--- src/rtl/csd_pkg.sv ---
package csd_pkg;

  // Upper bound on the number of signed digits for a 32-bit constant.
  localparam int MAX_DIG = 34;

  // Signed digit at position idx of the non-adjacent recoding of c.
  function automatic int csd_digit(longint c, int idx);
    longint v;
    int     d;
    v = c;
    for (int i = 0; i < MAX_DIG; i++) begin
      if (v[0]) d = v[1] ? -1 : 1;
      else      d = 0;
      v = (v - longint'(d)) >>> 1;
      if (i == idx) return d;
    end
    return 0;
  endfunction

  // Number of non-zero signed digits.
  function automatic int csd_count(longint c);
    int n;
    n = 0;
    for (int i = 0; i < MAX_DIG; i++)
      if (csd_digit(c, i) != 0) n++;
    return n;
  endfunction

  // Bit position of the n-th non-zero digit, counting from the LSB; -1 if absent.
  function automatic int csd_pos(longint c, int n);
    int seen;
    seen = 0;
    for (int i = 0; i < MAX_DIG; i++) begin
      if (csd_digit(c, i) != 0) begin
        if (seen == n) return i;
        seen++;
      end
    end
    return -1;
  endfunction

  // 1 when the n-th non-zero digit is -1.
  function automatic bit csd_is_neg(longint c, int n);
    int p;
    p = csd_pos(c, n);
    if (p < 0) return 1'b0;
    return csd_digit(c, p) < 0;
  endfunction

  // Number of bits needed to hold c.
  function automatic int bit_len(longint c);
    int n;
    n = 0;
    for (int i = 0; i < 63; i++)
      if ((c >>> i) != 0) n = i + 1;
    return n;
  endfunction

  // Lowest digit position below heap node k (leaves sit at np .. 2*np-1).
  function automatic int subtree_low(longint c, int k, int np);
    int kk;
    int p;
    kk = k;
    for (int i = 0; i < 32; i++)
      if (kk < np) kk = kk * 2;
    p = csd_pos(c, kk - np);
    return (p < 0) ? 0 : p;
  endfunction

endpackage

--- src/rtl/csd_term_gen.sv ---
module csd_term_gen
  import csd_pkg::*;
#(
  parameter int          IN_W      = 8,
  parameter int          TW        = 18,
  parameter int          NP        = 4,
  parameter int unsigned CONST_VAL = 221
) (
  input  logic [IN_W-1:0]        x,
  output logic signed [TW-1:0]   terms [NP]
);

  localparam int N_NZ = csd_count(longint'(CONST_VAL));

  logic signed [TW-1:0] ext;
  assign ext = signed'({{(TW-IN_W){1'b0}}, x});

  for (genvar i = 0; i < NP; i++) begin : g_term
    if (i < N_NZ) begin : g_live
      localparam int POS = csd_pos(longint'(CONST_VAL), i);
      localparam bit NEG = csd_is_neg(longint'(CONST_VAL), i);
      logic signed [TW-1:0] shifted;
      assign shifted = ext <<< POS;
      if (NEG) begin : g_sub
        assign terms[i] = -shifted;
        always_comb begin
          a_r3_sub_term_nonpos : assert (!(terms[i] > 0))
            else $error("subtracted term became positive");
        end
      end else begin : g_add
        assign terms[i] = shifted;
      end
    end else begin : g_pad
      assign terms[i] = '0;
    end
  end

endmodule

--- src/rtl/csd_pair_add.sv ---
module csd_pair_add #(
  parameter int TW  = 18,
  parameter int LOW = 0
) (
  input  logic signed [TW-1:0] lo_op,
  input  logic signed [TW-1:0] hi_op,
  output logic signed [TW-1:0] sum
);

  if (LOW > 0) begin : g_bypass
    // Bits under the split are wired from the lower operand.
    assign sum[LOW-1:0]  = lo_op[LOW-1:0];
    assign sum[TW-1:LOW] = hi_op[TW-1:LOW] + lo_op[TW-1:LOW];
    always_comb begin
      a_r5_hi_low_clear : assert (hi_op[LOW-1:0] == '0)
        else $error("higher operand has bits under the split");
    end
  end else begin : g_full
    assign sum = hi_op + lo_op;
  end

endmodule

--- src/rtl/csd_adder_tree.sv ---
module csd_adder_tree
  import csd_pkg::*;
#(
  parameter int          TW        = 18,
  parameter int          NP        = 4,
  parameter int unsigned CONST_VAL = 221
) (
  input  logic signed [TW-1:0] terms [NP],
  output logic signed [TW-1:0] root
);

  // Heap layout: node 1 is the root, leaves occupy NP .. 2*NP-1.
  logic signed [TW-1:0] node [1:2*NP-1];

  for (genvar i = 0; i < NP; i++) begin : g_leaf
    assign node[NP+i] = terms[i];
  end

  for (genvar k = 1; k < NP; k++) begin : g_node
    localparam int SPLIT = subtree_low(longint'(CONST_VAL), 2*k+1, NP);
    csd_pair_add #(
      .TW  (TW),
      .LOW (SPLIT)
    ) u_add (
      .lo_op (node[2*k]),
      .hi_op (node[2*k+1]),
      .sum   (node[k])
    );
  end

  assign root = node[1];

  always_comb begin
    a_r6_root_nonneg : assert (!root[TW-1])
      else $error("tree root is negative");
  end

endmodule

--- src/rtl/csd_const_mult.sv ---
module csd_const_mult
  import csd_pkg::*;
#(
  parameter int          IN_W      = 8,
  parameter int unsigned CONST_VAL = 221,
  parameter bit          OUT_REG   = 1'b1,
  localparam int         OUT_W     = IN_W + bit_len(longint'(CONST_VAL))
) (
  input  logic             clk,
  input  logic             rst,
  input  logic [IN_W-1:0]  x_in,
  output logic [OUT_W-1:0] p_out
);

  localparam int N_NZ = csd_count(longint'(CONST_VAL));
  localparam int LV   = (N_NZ > 1) ? $clog2(N_NZ) : 0;
  localparam int NP   = 1 << LV;
  localparam int TW   = OUT_W + 2;
  localparam logic [OUT_W-1:0] C_EXT = OUT_W'(CONST_VAL);

  logic signed [TW-1:0] terms [NP];
  logic signed [TW-1:0] root;
  logic [OUT_W-1:0]     prod;

  csd_term_gen #(
    .IN_W      (IN_W),
    .TW        (TW),
    .NP        (NP),
    .CONST_VAL (CONST_VAL)
  ) u_terms (
    .x     (x_in),
    .terms (terms)
  );

  csd_adder_tree #(
    .TW        (TW),
    .NP        (NP),
    .CONST_VAL (CONST_VAL)
  ) u_tree (
    .terms (terms),
    .root  (root)
  );

  assign prod = root[OUT_W-1:0];

  if (OUT_REG) begin : g_reg
    always_ff @(posedge clk) begin
      if (rst) p_out <= '0;
      else     p_out <= prod;
    end

    a_r7_one_cycle_product : assert property (@(posedge clk) disable iff (rst)
      !$past(rst) |-> p_out == OUT_W'(OUT_W'($past(x_in)) * C_EXT))
      else $error("registered product mismatch");

    a_r8_reset_clears : assert property (@(posedge clk) disable iff (rst)
      $past(rst) |-> p_out == '0)
      else $error("output not cleared by reset");
  end else begin : g_comb
    assign p_out = prod;

    a_r9_comb_product : assert property (@(posedge clk) disable iff (rst)
      p_out == OUT_W'(OUT_W'(x_in) * C_EXT))
      else $error("combinational product mismatch");
  end

endmodule

--- config.mk ---
export PLATFORM = sky130hd
export DESIGN_NAME = csd_const_mult
export DESIGN_NICKNAME = d
export VERILOG_FILES = /design/src/rtl/csd_pkg.sv /design/src/rtl/csd_term_gen.sv /design/src/rtl/csd_pair_add.sv /design/src/rtl/csd_adder_tree.sv /design/src/rtl/csd_const_mult.sv
export SDC_FILE = /design/constraint.sdc
export NUM_CORES = 1
export LEC_CHECK = 0
export ABC_AREA = 1
export BUFFER_PORTS_ARGS = -buffer_cell sky130_fd_sc_hd__buf_2
export CORE_ASPECT_RATIO = 0.5
export CORE_MARGIN = 2
export CORE_UTILIZATION = 57
export DETAILED_ROUTE_END_ITERATION = 7
export HOLD_SLACK_MARGIN = 0.08
export PLACE_DENSITY_LB_ADDON = 0.08
export SYNTH_ARGS = -nofsm -noshare
export SYNTH_HDL_FRONTEND = slang
export SYNTH_SLANG_ARGS = --single-unit
--- constraint.sdc ---
create_clock -name clk -period 3.97 [get_ports clk]
set_input_delay 0 -clock clk [delete_from_list [all_inputs] [get_ports clk]]
set_output_delay 0 -clock clk [all_outputs]
set_load 0.01 [all_outputs]
After elaboration in Yosys (flattened, before gate mapping)
Cells that the tools add are included.
- add/subtract/negate cells: 5
- operators with widths (kind ; number):
    10-bit negation with 16-bit output ; 1
    13-bit negation with 16-bit output ; 1
    14-bit by 6-bit adder with 14-bit output ; 1
    11-bit adder ; 1
    8-bit adder ; 1
- flip-flop bits (word level): 16
- word-level logic and storage cells: 6

Logic depth before layout (Yosys ltp)
Gate-level depths: netlist of run 1.
- depth in word-level cells: 3
- gate-level depth with buffers: 25

Modules after synthesis
Synthesis of run 1 repeated with hierarchy kept, for this count alone.
- cell total of the unflattened synthesis: 556
- area total of the unflattened synthesis: 3358.2 um^2
- by module, submodules not included (module ; cells each ; area each (um^2) ; instances):
    csd_pair_add at u_tree.g_node[2].u_add ; 178 ; 945.9 ; 1
    csd_pair_add at u_tree.g_node[1].u_add ; 140 ; 748.2 ; 1
    csd_term_gen ; 95 ; 660.6 ; 1
    csd_pair_add at u_tree.g_node[3].u_add ; 93 ; 529.3 ; 1
    csd_const_mult ; 50 ; 474.2 ; 1

Worst setup path before layout of run 1
Ideal clock, no wire load.
- path type: input to register
- start point: in x_in[1]
- end point: reg p_out[12]
- arrival: 2.761 ns
- slack: 1.097 ns
- cell stages on the path: 24
- data required time: 3.857 ns
- buffers on the path: 0
- cells stage by stage: inv_1 -> ha_1 -> nand2_1 -> inv_1 -> nand2_1 -> xor2_1 -> inv_1 -> ha_1 -> nand2_1 -> nor2_1 -> nand2_1 -> nand3_1 -> nand2_1 -> nand2_2 -> nand2_1 -> xnor2_1 -> ha_1 -> a21oi_1 -> o21ai_0 -> a21o_1 -> a31oi_1 -> nand2_1 -> nand2_1 -> nor2_1
- cells in the longest elaborated chain, start to end: 3
- elaborated cells between the ends (all ways): 5
- those cells by class: add/sub: 5
- RTL lines (what ; RTL line ; text):
    from (decl) ; csd_const_mult.sv:11 ; input logic [IN_W-1:0] x_in,
    10-bit negation with 16-bit output / 13-bit negation with 16-bit output (equally long branches) ; csd_term_gen.sv:25 ; assign terms[i] = -shifted;
    14-bit by 6-bit adder with 14-bit output / 8-bit adder (equally long branches) ; csd_pair_add.sv:13 ; assign sum[TW-1:LOW] = hi_op[TW-1:LOW] + lo_op[TW-1:LOW];
    11-bit adder * ; csd_pair_add.sv:13 ;
    to (signal assigned) ; csd_const_mult.sv:49 ; else p_out <= prod;
    to (decl) ; csd_const_mult.sv:12 ; output logic [OUT_W-1:0] p_out
Every way passes the cells marked *; elsewhere a longest branch is shown, timed or not.
A chain may end at the register's enable or synchronous reset.

Worst setup path in the final report of run 1
- start point: in x_in[1]
- end point: reg p_out[13]
The elaborated chain is that of the path after synthesis.

==> results of run 1 <==
==> how the worst max path moves through the flow <==
stage | startpoint | end | slack, ns | depth (start not counted)
after floorplan | x_in[1] | p_out[12] | 1.10 | 24
after global placement | x_in[1] | p_out[12] | 0.55 | 25
after detailed placement | x_in[1] | p_out[13] | 0.53 | 24
after CTS | x_in[1] | p_out[13] | 0.75 | 24
after global routing | x_in[1] | p_out[13] | 0.33 | 24
final | x_in[1] | p_out[13] | 0.70 | 24
==> final cells by class <==
| class | instances | area, µm² |
|---|---|---|
| inverter | 40 | 153 |
| timing repair buffer | 26 | 135 |
| sequential | 16 | 320 |
| clock buffer | 4 | 55.1 |
| fill | 250 | 792 |
| multi-input combinational | 181 | 1200 |
| tap | 37 | 46.3 |
==> per-layer routing <==
layer | vias to the layer above | GRT usage [%] | wire (µm)
met3 | 0 | 1.29 | 229
met4 | 0 | 2.03 | 0
met5 | - | 0 | 0
met2 | 46 | 33.5 | 1370
met1 | 668 | 37.9 | 2090
li1 | 827 | - | -
==> cells by family (layout without fill, tap and decap cells) <==
| group | count (synthesis) | count (layout) | synth area share, % |
|---|---|---|---|
| fa+ha+maj | 28 | 28 | 22.2 |
| simple gates | 97 | 97 | 28.0 |
| flops | 16 | 16 | 19.1 |
| xor+xnor | 15 | 15 | 7.82 |
| buf+inv | 41 | 70 | 9.54 |
| compound gates | 41 | 41 | 13.3 |
==> power breakdown <==
group / leakage, nW / internal, mW / switching (mW) / total [mW]
Clock: 0.0288 / 0.0878 / 0.0552 / 0.143
Combinational: 0.841 / 0.152 / 0.240 / 0.392
Sequential: 0.134 / 0.196 / 0.00705 / 0.203
==> tightest hold or removal path, delay by kind of cell <==
family | cells | cell delay [ns]
buf+inv | 2 | 0.24
simple gates | 1 | 0.09
==> cells in the final DEF (no fill, tap or decap) <==
cell / instances
a21o_1: 3
nand2_4: 2
ha_1: 25
o2111ai_1: 1
dlygate4sd3_1: 1
nand3_1: 12
xnor2_1: 6
clkbuf_8: 4
o21ai_2: 1
nand2_2: 2
inv_4: 1
nor2_4: 2
nand2_1: 44
nor3_1: 1
a21oi_1: 22
a31oi_1: 3
nand3_4: 1
nand4_2: 1
buf_2: 25
nor2_2: 3
inv_1: 35
inv_2: 3
clkinv_1: 1
fa_1: 3
o21ai_0: 11
nand3_2: 1
dfxtp_1: 16
nor2_8: 1
nand4_1: 1
xor2_1: 9
nor2_1: 26
==> timing repair <==
item / 4_1_cts / 5_1_grt
hold buffers: 1 / 0
endpoints found under the hold margin: 7 / 0
setup buffers: 0 / 0
setup endpoints to repair: 0 / 0
==> impl_results.md, run 1 <==
* Status: completed
* Final min period at between 3 and 4 ns
* Hold Crit Depth at 3
* CP max FO at 5
* Clk sink count at 16
* Worst Hold Endpoint: p_out[0]
* Placed cells at 299
* Max stage delay on crit path at between 0.3 and 0.4 ns
* Worst Path Required at slightly above 4 ns
* Max frequency at approximately 0.31 GHz
* Initial Util at between 60% and 70%
* # setup viols final at 0
* PortBufs at 25
* Final Util at between 70% and 80%
* Syn avg cell area at 7.06 µm²
* Leading area contributor after synthesis: dfxtp_1
* Most numerous cell in the Yosys netlist: nand2_1
* CP Launch Type: input port
* Initial DRC Count at 61
* CTS tree: done
* DR vias at 1,541
* RSZ-0062 raised after global routing: no
* Max clock buf depth at 2
* Placed instance area at between 1500 and 2000 µm²
* Gate Count Post-Synth at 238
* Kind of critical path: input port to register
* Final Cycle Share at between 80 and 90%
* Final Instance Count excl. Fillers at approximately 300
* Top Ports at 26
* Total core area at ~2700 µm²
* Root buffer cell: clkbuf_8
* Yosys top cell area share at between 10% and 20%
* Vias in the first global route at about 1,400
* Fin area at between 1500 and 2000 µm²
* PD cells at 387 nW/µm²
* Synthesis Warnings at 0
* Crit path max-delay family: adder cells
* Worst setup slack after layout at approximately 0.70 ns
* Setup TNS at 0 ns
* Total Wirelength at about 3700 µm
* Reg with most FFs: p_out
* First-pass GRT wire length at just over 6000 µm
* DR WL/cell at around 12 µm
* Seq/Total Area, Yosys at 19.1%
* Most frequent CP cell: nand2_1
* Synthesized area at between 1500 and 2000 µm²
* Area grow syn2layout at 13.6%
* Worst slack at placement at about 0.53 ns
* Final net count at 306
* Number of H-tree levels at 1
* RD Place Congestion at a little under 1
* CTS Buf Count at 3
* CP Buf/Inv Count at 4
* Full die area at 3420 µm²
* Largest net degree at the start of global routing at 10
* Critical path endpoint category: register
* ANT nets after route at 0
* Flops & latches, synth at 16
* Slew @ Worst Pin at 0.307 ns
* Fraction of registers with async set/reset at 0%
* Hold_ws at about 0.14 ns
* DIE HEIGHT at about 42 µm
* Total GRT Usage at 23.1%
* Top FF cell, synth: dfxtp_1
* Ant. Diodes at 0
* Min-delay src: x_in[0]
* MaxCap Viol Count at 0
* Leakage power at ~1 nW
* CP cell instances: buf_2, inv_1, ha_1, nand2_1, inv_1, nand2_1, xor2_1, inv_1, ha_1, nand2_1, nor2_1, nand2_1, nand3_1, nand2_1, nand2_2, nand2_1, xnor2_1, ha_1, nand2_1, o21ai_0, a21oi_1, o21ai_0, o21ai_0, a21oi_1
* Synth top area cells: dfxtp_1 19%, ha_1 19%, nand2_1 9.8%
* Clock transition at path regs at approximately 0.070 ns
* Post-Syn Nets at between 200 and 300
* Detail Placement HPWL at 3220 µm
* Pre-antenna DRT Iters at 4
* Max-slew violations at 0
* Post-synth top cells: 44 x nand2_1, 35 x inv_1, 26 x nor2_1, 25 x ha_1, 22 x a21oi_1
* Hold Fails Final Rpt at 0
* Antenna violations before repair at 0
* Arr. time, crit path at ~3.5 ns
* VDD IR max at around 260 µV
* Vias/cell at between 5 and 6
* PostCTS Resize Cnt at 0
* CP max stage cell: ha_1
* Yosys cell types at 29
* DRC at 0
* Largest register FFs at 16
* Share of cells above drive strength 1 at 17.6%
* # rows at 13
* Hold Path Class: input port to register
* Die Width at slightly above 80 µm
* Global route overflow at 0
* EDFF count, synth at 0
* Largest registers: p_out: 16 flops
* Total Power at about 740 µW
* Worst relative slew slack at 79.3%
(Power assumes the default switching activity.)
==> run 2: changes to the inputs <==
- clock period: 3.97 -> 3.01 ns (I/O delays scaled with it)
==> run 2 against run 1 <==
Critical endpoint is now p_out[12]. Global-route usage rose by 1.8 points. Clock power rose by 8%. Sequential power rose by 32%. Critical path depth rose by 1. First-iteration DRC count grew to 2.7 times the previous value. Setup slack got worse by 0.50 ns. Power rose by 42%. Die area stayed put. Worst hold slack improved by 0.026 ns. Clock-buffer cell count shrank 1. Wire length rose by 15%. Largest power group unchanged.
==> impl_results.md, run 2 (synthesis gave the netlist of run 1 again) <==
* PortBufs at 25 (unchanged)
* Min-delay src: x_in[0]
* Antenna violations before repair at 0 (unchanged)
* Storage element area at 320 µm² (unchanged)
* DR WL/cell at 13.2 µm (+8.9%)
* Number of H-tree levels at 1 (unchanged)
* Reg with most FFs: p_out
* Commonest non-fill, non-tap cells in the layout: 42 x nand2_1, 32 x inv_1, 25 x nor2_1, 25 x buf_2, 23 x ha_1
* Root buffer cell: clkbuf_8
* Worst slack at placement at -0.0838 ns (-0.612 ns)
* Critical path endpoint category: register
* Final Instance Count excl. Fillers at 320 (+5.3%)
* Crit. Startpoint: x_in[1]
* RD Place Congestion at 0.881 (-9.9%)
* Critical path depth at 25 (+4.2%)
* CTS tree: done
* # setup viols final at 0 (unchanged)
* Fin area at 2090 µm² (+9.6%)
* Area of the multi-input gates at 1270 µm² (+5.8%)
* Clock transition at path regs at 0.06 ns (about the same)
* Max clock buf depth at 2 (unchanged)
* Worst Path Required at 3.15 ns (-1.00 ns)
* Placed instance area at 1960 µm² (+6.1%)
* Leakage power at 1.08 nW (+8.0%)
* Worst setup slack after layout at 0.207 ns (-0.497 ns)
* Largest register FFs at 16 (unchanged)
* Leading cell type in the layout, fill and taps excluded: nand2_1
* Global route overflow at 0 (unchanged)
* Largest registers: p_out: 16 flops
* Ant. Diodes at 0 (unchanged)
* Full die area at 3420 µm² (unchanged)
* Share of cells above drive strength 1 at 27.9% (+10 points)
* PD cells at 500 nW/µm² (+29%)
* Post-Route M1 WL at 1990 µm (-4.9%)
* Final Cycle Share at 93.1%
* Max Used Layer: met4
* Met2 wire len at 1890 µm (+38%)
* DIE HEIGHT at 42.4 µm (unchanged)
* Most frequent CP cell: nand2_1
* Final net count at 323 (+5.6%)
* Area grow syn2layout at 24.6%
* First-pass GRT wire length at 6580 µm (+5.7%)
* # rows at 13 (unchanged)
* Max stage delay on crit path at 0.37 ns (about the same)
* Setup TNS at 0 ns (unchanged)
* Crit path max-delay family: simple AND/OR/NAND/NOR gates
* CP max stage cell: ha_1
* Met3 WL at 328 µm (+43%)
* Top Ports at 26 (unchanged)
* Final min period at 2.80 ns
* Final Util at 77.5% (+6.8 points)
* Total core area at 2700 µm² (unchanged)
* Total GRT Usage at 24.9% (+1.8 points)
* Hold Crit Depth at 4 (+1)
* VDD IR max at 356 µV (+35%)
* Hold Path Class: input port to register
* CP max FO at 5 (unchanged)
* Placed cells at 314 (+5.0%)
* Vias in the first global route at 1,494 (+10%)
* Detail Placement HPWL at 3330 µm (+3.3%)
* Max frequency at around 0.36 GHz
* Total Wirelength at 4240 µm (+15%)
* Pre-antenna DRT Iters at 5 (+1)
* Worst relative slew slack at 80.6% (+1.3 points)
* Hold_ws at 0.167 ns (+0.0261 ns)
* Arr. time, crit path at 2.95 ns (-0.50 ns)
* Largest net degree at the start of global routing at 10 (unchanged)
* Kind of critical path: input port to register
* Initial DRC Count at 162 (+170%)
* Total Power at 1.05 mW (+42%)
* Clk sink count at 16 (unchanged)
* DRC at 0 (unchanged)
* Slew @ Worst Pin at 0.289 ns (-0.0178 ns)
* DR vias at 1,681 (+9.1%)
* Max-slew violations at 0 (unchanged)
* Vias/cell at 5.25 (+3.6%)
* CP Launch Type: input port
* CP Buf/Inv Count at 4 (unchanged)
* Status: completed
* CTS Buf Count at 3 (unchanged)
* Die Width at 80.8 µm (unchanged)
* Fill count at 208 (-17%)
* Initial Util at 62.2% (unchanged)
* Hold Fails Final Rpt at 0 (unchanged)
* MaxCap Viol Count at 0 (unchanged)
* ANT nets after route at 0 (unchanged)
[run 2: power by group]
| group | total, mW | internal [mW] | switching [mW] |
|---|---|---|---|
| Sequential | 0.267 | 0.259 | 0.00797 |
| Combinational | 0.626 | 0.261 | 0.365 |
| Clock | 0.154 | 0.0886 | 0.0652 |
| Total | 1.05 | 0.608 | 0.438 |
[run 2: path summary, 6_finish.rpt]
| kind | endpoint | slack (ns) |
|---|---|---|
| worst min-delay path | p_out[0] | 0.17 |
| worst max-delay path | p_out[12] | 0.21 |
[run 2: repair_timing]
item | in CTS | in global routing
setup endpoints to repair | 0 | 7
gates resized for setup | 0 | 22
hold buffers | 1 | 0
endpoints found under the hold margin | 7 | 0
setup buffers | 0 | 2
[run 2: cell type report]
class	count	area share, %
multi-input combinational	181	60.6
sequential	16	15.3
timing repair buffer	43	12.6
inverter	40	7.30
tap	37	2.21
clock buffer	3	1.97
[run 2: metal layers]
metal	vias up	GRT usage (%)
met5	-	0
met1	734	35.3
met3	6	3.45
met2	83	40.0
met4	0	5.76
li1	858	-
